--- src/rtl/tod_pkg.sv ---
package tod_pkg;
  localparam int FIELDS = 4;
  localparam int BYTE_W = 8;
  localparam int ADDR_W = $clog2(FIELDS);

  typedef logic [BYTE_W-1:0] byte_t;
  typedef logic [FIELDS-1:0][BYTE_W-1:0] tod_t;

  localparam logic [ADDR_W-1:0] F_TENTH = 2'd0;
  localparam logic [ADDR_W-1:0] F_SEC   = 2'd1;
  localparam logic [ADDR_W-1:0] F_MIN   = 2'd2;
  localparam logic [ADDR_W-1:0] F_HOUR  = 2'd3;

  // One BCD increment of a two-digit value (no wrap handling)
  function automatic byte_t bcd_inc(input byte_t v);
    if (v[3:0] == 4'd9) return {v[7:4] + 4'd1, 4'd0};
    else                return {v[7:4], v[3:0] + 4'd1};
  endfunction

  // Field masking applied to every write, clock or alarm
  function automatic byte_t wr_filter(input logic [ADDR_W-1:0] f, input byte_t d);
    byte_t h;
    case (f)
      F_TENTH: return d & 8'h0F;
      F_SEC,
      F_MIN:   return d & 8'h7F;
      default: begin
        h = d & 8'h9F;
        if (h[4:0] == 5'h12) h[7] = ~h[7];
        return h;
      end
    endcase
  endfunction
endpackage

--- src/rtl/tod_counter.sv ---
module tod_counter
  import tod_pkg::*;
#(
  parameter byte_t RST_HOUR = 8'h12
) (
  input  logic              clk,
  input  logic              rst,
  input  logic              tick,
  input  logic              wr_en,
  input  logic [ADDR_W-1:0] addr,
  input  byte_t             wdata,
  output tod_t              cur,
  output logic              stopped,
  output logic              upd
);
  tod_t nxt;
  logic carry;
  byte_t hinc;

  always_comb begin
    nxt   = cur;
    carry = 1'b0;
    hinc  = bcd_inc({3'b000, cur[F_HOUR][4:0]});
    if (cur[F_TENTH] == 8'h09) begin
      nxt[F_TENTH] = 8'h00;
      carry = 1'b1;
    end else begin
      nxt[F_TENTH] = bcd_inc(cur[F_TENTH]);
    end
    for (int i = 1; i < FIELDS - 1; i++) begin
      if (carry) begin
        if (cur[i] == 8'h59) begin
          nxt[i] = 8'h00;
        end else begin
          nxt[i] = bcd_inc(cur[i]);
          carry  = 1'b0;
        end
      end
    end
    if (carry) begin
      if (cur[F_HOUR][4:0] == 5'h11)
        nxt[F_HOUR] = {~cur[F_HOUR][7], 2'b00, 5'h12};
      else if (cur[F_HOUR][4:0] == 5'h12)
        nxt[F_HOUR] = {cur[F_HOUR][7], 2'b00, 5'h01};
      else
        nxt[F_HOUR] = {cur[F_HOUR][7], 2'b00, hinc[4:0]};
    end
  end

  always_ff @(posedge clk) begin
    if (rst) begin
      cur     <= {RST_HOUR, 8'h00, 8'h00, 8'h00};
      stopped <= 1'b0;
      upd     <= 1'b0;
    end else begin
      upd <= 1'b0;
      if (wr_en) begin
        cur[addr] <= wdata;
        upd       <= 1'b1;
        if (addr == F_HOUR)  stopped <= 1'b1;
        if (addr == F_TENTH) stopped <= 1'b0;
      end else if (tick && !stopped) begin
        cur <= nxt;
        upd <= 1'b1;
      end
    end
  end
endmodule

--- src/rtl/tod_alarm.sv ---
module tod_alarm
  import tod_pkg::*;
(
  input  logic              clk,
  input  logic              rst,
  input  logic              wr_en,
  input  logic [ADDR_W-1:0] addr,
  input  byte_t             wdata,
  input  tod_t              cur,
  input  logic              cur_upd,
  output tod_t              alm,
  output logic              alarm_evt
);
  logic alm_upd;
  logic same;

  always_comb begin
    same = 1'b1;
    for (int i = 0; i < FIELDS; i++)
      if (cur[i] != alm[i]) same = 1'b0;
  end

  always_ff @(posedge clk) begin
    if (rst) begin
      alm       <= '0;
      alm_upd   <= 1'b0;
      alarm_evt <= 1'b0;
    end else begin
      alm_upd   <= wr_en;
      if (wr_en) alm[addr] <= wdata;
      alarm_evt <= (cur_upd || alm_upd) && same;
    end
  end
endmodule

--- src/rtl/tod_rdport.sv ---
module tod_rdport
  import tod_pkg::*;
(
  input  logic              clk,
  input  logic              rst,
  input  logic              rd_en,
  input  logic [ADDR_W-1:0] addr,
  input  tod_t              cur,
  output tod_t              snap,
  output logic              latched,
  output byte_t             rdata
);
  always_ff @(posedge clk) begin
    if (rst) begin
      snap    <= '0;
      latched <= 1'b0;
      rdata   <= '0;
    end else if (rd_en) begin
      rdata <= latched ? snap[addr] : cur[addr];
      if (addr == F_HOUR && !latched) begin
        snap    <= cur;
        latched <= 1'b1;
      end
      if (addr == F_TENTH) latched <= 1'b0;
    end
  end
endmodule

--- src/rtl/tod_clock.sv ---
module tod_clock
  import tod_pkg::*;
#(
  parameter logic [7:0] RST_HOUR = 8'h12
) (
  input  logic       clk,
  input  logic       rst,
  input  logic       tick,
  input  logic       wr_en,
  input  logic       rd_en,
  input  logic       alarm_sel,
  input  logic [1:0] addr,
  input  logic [7:0] wdata,
  output logic [7:0] rdata,
  output logic       alarm_evt
);
  byte_t wfilt;
  logic  wr_clk, wr_alm;
  tod_t  cur_tod, alm_tod, snap_tod;
  logic  stopped, cur_upd, latched;

  assign wfilt  = wr_filter(addr, wdata);
  assign wr_clk = wr_en && !alarm_sel;
  assign wr_alm = wr_en && alarm_sel;

  tod_counter #(.RST_HOUR(RST_HOUR)) u_cnt (
    .clk(clk), .rst(rst), .tick(tick), .wr_en(wr_clk), .addr(addr),
    .wdata(wfilt), .cur(cur_tod), .stopped(stopped), .upd(cur_upd)
  );

  tod_alarm u_alm (
    .clk(clk), .rst(rst), .wr_en(wr_alm), .addr(addr), .wdata(wfilt),
    .cur(cur_tod), .cur_upd(cur_upd), .alm(alm_tod), .alarm_evt(alarm_evt)
  );

  tod_rdport u_rd (
    .clk(clk), .rst(rst), .rd_en(rd_en), .addr(addr), .cur(cur_tod),
    .snap(snap_tod), .latched(latched), .rdata(rdata)
  );
endmodule

--- config.mk ---
export PLATFORM = sky130hd
export DESIGN_NAME = tod_clock
export DESIGN_NICKNAME = d
export VERILOG_FILES = /design/src/rtl/tod_pkg.sv /design/src/rtl/tod_counter.sv /design/src/rtl/tod_alarm.sv /design/src/rtl/tod_rdport.sv /design/src/rtl/tod_clock.sv
export SDC_FILE = /design/constraint.sdc
export NUM_CORES = 1
export LEC_CHECK = 0
export CAP_MARGIN = 10
export CELL_PAD_IN_SITES_DETAIL_PLACEMENT = 1
export CELL_PAD_IN_SITES_GLOBAL_PLACEMENT = 1
export CORE_MARGIN = 2
export CORE_UTILIZATION = 40
export CTS_CLUSTER_SIZE = 24
export DETAILED_ROUTE_END_ITERATION = 8
export DONT_BUFFER_PORTS = 1
export PLACE_DENSITY_LB_ADDON = 0.1
export SLEW_MARGIN = 20
export SYNTH_ARGS = -nofsm -noshare
export SYNTH_HDL_FRONTEND = slang
export SYNTH_SLANG_ARGS = --single-unit
--- constraint.sdc ---
create_clock -name clk -period 2.5 [get_ports clk]
set_clock_uncertainty 0.2 [all_clocks]
set_input_delay 0.375 -clock clk [delete_from_list [all_inputs] [get_ports clk]]
set_output_delay 0.375 -clock clk [all_outputs]
set_load 0.005 [all_outputs]
==> results of run 1 <==
-- registers in the layout, summed over array words and instances, names as in the netlist --
signal	cells
u_cnt.cur	32
u_cnt.stopped	1
u_cnt.upd	1
u_alm.alarm_evt	1
u_rd.latched	1
u_alm.alm_upd	1
u_rd.rdata	8
u_rd.snap	32
u_alm.alm	32
-- timing repair --
action / 4_1_cts / 5_1_grt
hold endpoints to repair: 105 / 0
gates resized for setup: 0 / 1
setup endpoints to repair: 0 / 2
hold buffers: 21 / 0
-- cell usage in the layout (no fill, tap or decap), types with 11 or more instances in the layout --
| cell | n |
|---|---|
| inv_1 | 11 |
| xnor2_1 | 24 |
| a21oi_1 | 73 |
| ha_1 | 16 |
| buf_4 | 25 |
| a211oi_1 | 16 |
| o21ai_0 | 11 |
| dlygate4sd3_1 | 20 |
| nand2_1 | 119 |
| mux2i_1 | 19 |
| nor2_1 | 62 |
| nor3_1 | 12 |
| dfxtp_1 | 108 |
| xor2_1 | 12 |
| nand3_1 | 16 |
| mux4_2 | 15 |
-- through the flow --
step	util [%]	instance area, um^2
after global routing	45.9	6450
after CTS	45.9	6450
after detailed placement	42.1	5910
after floorplan	-	5800
after global placement	42.1	5910
final	45.9	6450
-- how the worst min path moves through the flow --
stage | from | endpoint | slack (ns) | depth (start not counted)
after floorplan | u_rd.snap[16] | u_rd.snap[16] | 0.23 | 2
after global placement | u_rd.snap[21] | u_rd.snap[21] | 0.23 | 2
after detailed placement | u_rd.snap[8] | u_rd.snap[8] | 0.24 | 2
after CTS | rst | u_cnt.cur[31] | 0.003 | 2
after global routing | rst | u_alm.alm[30] | 0.02 | 1
final | rst | u_cnt.cur[31] | 0.009 | 2
-- cell usage after synthesis, drive strengths merged, types with 16 or more instances --
master    n
a211oi   17
mux4     16
clkbuf   34
buf      20
mux2i    19
dfxtp   109
a21oi    74
nand2   119
xnor2    24
ha       16
nor2     64
nand3    16
-- worst max-delay path: cells and delay by family, from the launching register on --
family	cells	cell delay [ns]
AND/OR/NAND/NOR	2	0.70
AO/OA/AOI/OAI	3	0.67
flip-flops	1	0.43
adder cells (fa/ha/maj)	1	0.18
-- area by class of cell --
cell class	instances	area (um^2)	share of cell area, %
clock buffer	10	239	3.70
inverter	11	41.3	0.640
clock inverter	6	68.8	1.07
multi-input combinational	500	3280	50.8
timing repair buffer	46	415	6.44
tap	180	225	3.49
sequential	109	2180	33.8
-- power by group through the flow --
stage	Combinational [uW]	Sequential (uW)	Clock, uW
after detailed placement	274	1850	0
after CTS	336	1810	1550
final	336	1810	1530
after floorplan	254	1840	0
after global routing	365	1820	1630
after global placement	267	1850	0
-- layer usage --
metal	GRT usage [%]	up-vias
met3	3.95	31
met4	10.2	0
met2	40.6	116
met1	34.3	2487
li1	-	2348
met5	0	-
-- cells by family after synthesis --
family                   Yosys count  share of synthesized area, %
flip-flops                       109                          37.6
XOR/XNOR                          36                          5.44
multiplexers                      35                          9.56
adder cells (fa/ha/maj)           16                          3.45
buffers and inverters             66                          5.87
AND/OR/NAND/NOR                  275                          23.2
AO/OA/AOI/OAI                    138                          14.8
==> impl_metrics.yaml, run 1 <==
logic_synthesis:
  syn_inst: 675
  ys_top_cells_by_area: "dfxtp_1 38%, nand2_1 7.7%, a21oi_1 6.3%"
  async_flop_share_pct: 0
  synth_top_area_share_pct: 37.6
  yosys.area.top_type: "dfxtp_1"
  synth_seq_cells: 109
  seq_area_frac_synth_pct: 37.6
  synth-edff-count: 0
  ys_types: 70
  syn_avg_cell_area_um2: 8.59
  synth-main-ff-cell: "dfxtp_1"
  synthesis.nets: 707
  synth.cell_area_um2: 5800
  synth_warnings: 0
power_and_ir_drop:
  power.density_nw_per_um2: 570
  combPwrFrac_pct: 9.1
  totalPowerFinal_uw: 3680
  seqPwrFrac_pct: 49.3
  clkPwrFrac_pct: 41.6
  swShare_pct: 26.0
  power.internal_uw: 2720
  ir_worst_vdd_uv: 297
  power.switching_uw: 957
  p_leak_uw: 0.00237
setup_path:
  r2r_cells: 6
  cp_cell_sequence: "ha_1, and3b_1, and4_4, a32o_2, a21boi_1, o22ai_2"
  cpPeakStageDelay_ns: 0.43
  required_ns: 2.54
  critical_path.startpoint: "u_cnt.cur[0]"
  critPathKind: "register to register"
  endpoint: "u_cnt.cur[31]"
  ff2ff_setup_slack_ns: 0.18
  crit_arrival_ns: 2.36
  path_max_fanout: 11
  r2r_start: "u_cnt.cur[0]"
  critPathLaunchType: "register"
  slowest_stage: "dfxtp_2"
  crit_path_end_kind: "register"
  r2r_end: "u_cnt.cur[31]"
sta:
  hold_violations: 0
  finalSetupTns_ns: 0
  min_period_ns: 2.32
  timing.slew.headroom_pct: 59.3
  finalMaxSlewViolations: 0
  layout_setup_ws_ns: 0.177
  timing.fmax_ghz: 0.431
  hold_slack_ns: 0.00867
  rsz0062_at_grt: "false"
  finalCritPeriodShare_pct: 92.9
  tightest_slew_ns: 0.610
  setup_viol: 0
route:
  wirelength_met1_um: 8990
  first_pass_iters: 4
  ant_nets: 0
  wl_per_cell_um: 22.3
  wl_met3_um: 805
  top_layer_used: "met4"
  routed_wl_um: 19200
  vias_per_cell: 5.78
  met2_length_um: 8830
  drt-initial-drc-count: 374
  drc: 0
  vias: 4982
worst_hold_path:
  min_path_type: "input pin to register"
status:
  status: "complete, no violations"
global_route:
  grt.overflow.total: 0
  grt_pass1_vias: 5145
  antenna_found_initial: 0
  grt_pass1_wl_um: 30200
  grt_use_total_pct: 25.4
  grt_max_degree: 96
die:
  num_io_pins: 25
  start_util_pct: 41.3
  rows: 43
  fp.dieArea_um2: 15500
  die_h_um: 124
  fp.dieW_um: 124
  core_um2: 14000
clock_network:
  clk_latency_ns: 0.36
  cts-buffers-inserted: 9
  cts.sinks: 109
  post_cts.repair.setup_buffers: 0
  clk_pin_slew_worst_paths_ns: 0.07
  htree_levels: 3
  cts_root_buffer: "clkbuf_16"
  clockBufferDepth: 2
  tritoncts: "done"
cells_and_area:
  fillCellCount: 1649
  antennaDiodeCount: 0
  nets: 709
  fin_cells: 862
  drive_gt1_share_pct: 12.0
  area_growth_pct: 11.3
placement:
  gp_congestion: 0.848
  dp_slack_ns: 0.123
  place_inst: 825
  port_buffers: 0
  hpwlAfterDp_um: 13100
job:
  drv_cap: 0
Note: power is estimated with default switching activity, not from simulation.
==> run 2: changes to the inputs <==
ABC_AREA = 1   (was unset)
==> run 2 against run 1 <==
Net effect:
- combinational power is 23% higher
- clock power is 3% lower
- synthesized cell count is 17% higher
- hold slack gained 0.0054 ns
- sequential share of layout area increased by 1.4 points
- register-to-register slack improved by 0.23 ns
- total power is 2.0% higher
- critical path type unchanged
- largest cell class unchanged
- highest routed layer unchanged
==> impl_metrics.yaml, run 2 <==
logic_synthesis:
  synthMuxAreaShare_pct: 0
  synth.cell_area_um2: 5640
  synth_top_area_share_pct: 38.7
  ys_top_cells_by_area: "dfxtp_1 39%, o21ai_0 11%, a21oi_1 9.0%"
  yosys.area.top_type: "dfxtp_1"
  synthAdderAreaFrac_pct: 3.55
  synth_top_family_by_area: "compound AO/OA/AOI/OAI gates"
  synth-simple-area-share_pct: 20.0
  syn_inst: 791
  synth_most_common_cell: "o21ai_0"
  synth_warnings: 0
  ys_types: 34
  synth-edff-count: 0
  synth_seq_cells: 109
  syn_avg_cell_area_um2: 7.13
  synth_compound_area_share_pct: 25.1
  seq_area_frac_synth_pct: 38.7
  async_flop_share_pct: 0
  synth-xor-area-share_pct: 3.88
  synth-main-ff-cell: "dfxtp_1"
  ys_top_cells_by_count: "121 x o21ai_0, 109 x dfxtp_1, 102 x a21oi_1"
  synthesis.nets: 823
cells_and_area:
  final_common_cell: "o21ai_0"
  drive_gt1_share_pct: 8.01
  fin_util_pct: 44.8
  final_cell_mix: "121 x o21ai_0, 109 x dfxtp_1, 102 x a21oi_1"
  antennaDiodeCount: 0
  fin_cells: 967
  area_growth_pct: 9.67
  fillCellCount: 1752
  reg_top3: "u_alm.alm (32), u_cnt.cur (32), u_rd.snap (32)"
  multi_input_area_um2: 2970
  stdcell_area_um2: 6190
  final-seq-area_um2: 2180
  nets: 814
placement:
  place_area_um2: 5830
  gp_congestion: 0.867
  hpwlAfterDp_um: 14500
  port_buffers: 0
  place_inst: 946
power_and_ir_drop:
  seqPwrFrac_pct: 49.2
  ir_worst_vdd_uv: 311
  power.density_nw_per_um2: 607
  combPwrFrac_pct: 11.0
  swShare_pct: 27.6
  p_leak_uw: 0.00239
  power.switching_uw: 1040
  clkPwrFrac_pct: 39.8
  power.internal_uw: 2720
clock_network:
  post_cts.repair.setup_buffers: 0
  cts_resized: 0
  tritoncts: "done"
  clockBufferDepth: 2
  ctsHoldBuffers: 5
  cts.sinks: 109
  clk_latency_ns: 0.36
  htree_levels: 3
  cts-buffers-inserted: 9
  clk_pin_slew_worst_paths_ns: 0.08
  cts_root_buffer: "clkbuf_16"
die:
  die_h_um: 123
  fp.dieW_um: 123
  fp.dieArea_um2: 15100
  start_util_pct: 40.8
  core_um2: 13800
  num_io_pins: 25
  rows: 43
setup_path:
  critPathKind: "register to register"
  cp_cell_sequence: "ha_1, nand2_2, nor2_4, nand2_4, nor2_4, nand2_1, nand2_2, nand2_1, nand2_1, nand2_1, nor2_1"
  critPathLaunchType: "register"
  ff2ff_setup_slack_ns: 0.41
  crit_arrival_ns: 2.19
  r2r_start: "u_cnt.cur[0]"
  r2r_end: "u_cnt.cur[23]"
  slowest_stage: "dfxtp_1"
  cpPeakStageDelay_ns: 0.48
  cp_common_cell: "nand2_1"
  r2r_cells: 11
  required_ns: 2.59
  path_max_fanout: 11
  crit_path_end_kind: "register"
sta:
  tightest_slew_ns: 0.574
  finalCritPeriodShare_pct: 83.7
  min_period_ns: 2.09
  hold_violations: 0
  finalMaxSlewViolations: 0
  timing.fmax_ghz: 0.478
  setup_viol: 0
  timing.slew.headroom_pct: 61.7
  finalSetupTns_ns: 0
  rsz0062_at_grt: "false"
route:
  first_pass_iters: 5
  wl_per_cell_um: 21.1
  routed_wl_um: 20400
  drt-initial-drc-count: 368
  vias: 5567
  drc: 0
  vias_per_cell: 5.76
  ant_nets: 0
global_route:
  grt_pass1_wl_um: 31800
  grt.overflow.total: 0
  antenna_found_initial: 0
  grt_pass1_vias: 5606
  grt_use_total_pct: 28.2
  grt_max_degree: 59
worst_hold_path:
  whs_path_depth: 2
  hp-start: "rd_en"
  min_to: "u_rd.rdata[7]"
  min_path_type: "input pin to register"
job:
  drv_cap: 0
status:
  status: "complete, no violations"
-- run 2: final cells by class --
class	instances	area share [%]
multi-input cells	560	48.0
well taps	180	3.64
repair buffers	22	3.44
clock buffers	9	3.64
inverters	80	4.85
clock inverters	7	1.17
flip-flops and latches	109	35.3
-- run 2: logic make-up after synthesis --
family / after synthesis
adders and majority gates: 16
xor gates and xnor gates: 25
DFF: 109
buffers and inverters: 122
AOI/OAI and AO/OA: 268
and+or+nand+nor: 251
-- run 2: metrics by stage --
step / hold slack (ns) / setup WS [ns] / power [uW]
2_1_floorplan: 0.242 / 0.459 / 2160
3_3_place_gp: 0.248 / 0.439 / 2260
3_5_place_dp: 0.249 / 0.435 / 2280
4_1_cts: 0.0109 / 0.413 / 3770
5_1_grt: 0.0111 / 0.194 / 3900
6_report: 0.0140 / 0.407 / 3750
-- run 2: power by group through the flow --
stage	Combinational [uW]	Sequential (uW)	Clock (uW)
3_5_place_dp	387	1890	0
4_1_cts	411	1850	1510
2_1_floorplan	288	1870	0
6_report	413	1850	1490
3_3_place_gp	378	1890	0
5_1_grt	458	1860	1580
-- run 2: routing by layer --
layer / vias up / GRT usage (%) / part of all wire, %
met5: - / 0 / 0
li1: 2654 / - / -
met3: 39 / 3.07 / 3.8
met1: 2758 / 38.2 / 47
met4: 0 / 11.9 / 3.3
met2: 116 / 45.5 / 46
-- run 2: how the worst max path moves through the flow --
| stage | start | endpoint | slack (ns) | cells after the start |
|---|---|---|---|---|
| 2_1_floorplan | addr[0] | u_cnt.cur[2] | 0.46 | 11 |
| 3_3_place_gp | addr[0] | u_alm.alm[20] | 0.44 | 8 |
| 3_5_place_dp | addr[0] | u_alm.alm[20] | 0.44 | 8 |
| 4_1_cts | u_cnt.cur[0] | u_cnt.cur[23] | 0.41 | 11 |
| 5_1_grt | u_cnt.cur[0] | u_cnt.cur[23] | 0.19 | 11 |
| 6_report | u_cnt.cur[0] | u_cnt.cur[23] | 0.41 | 11 |
-- run 2: worst max-delay path: cells and delay by family, from the launching register on --
| kind | cells | cell delay [ns] |
|---|---|---|
| AND/OR/NAND/NOR | 10 | 1.12 |
| flip-flops | 1 | 0.48 |
| adder cells (fa/ha/maj) | 1 | 0.21 |
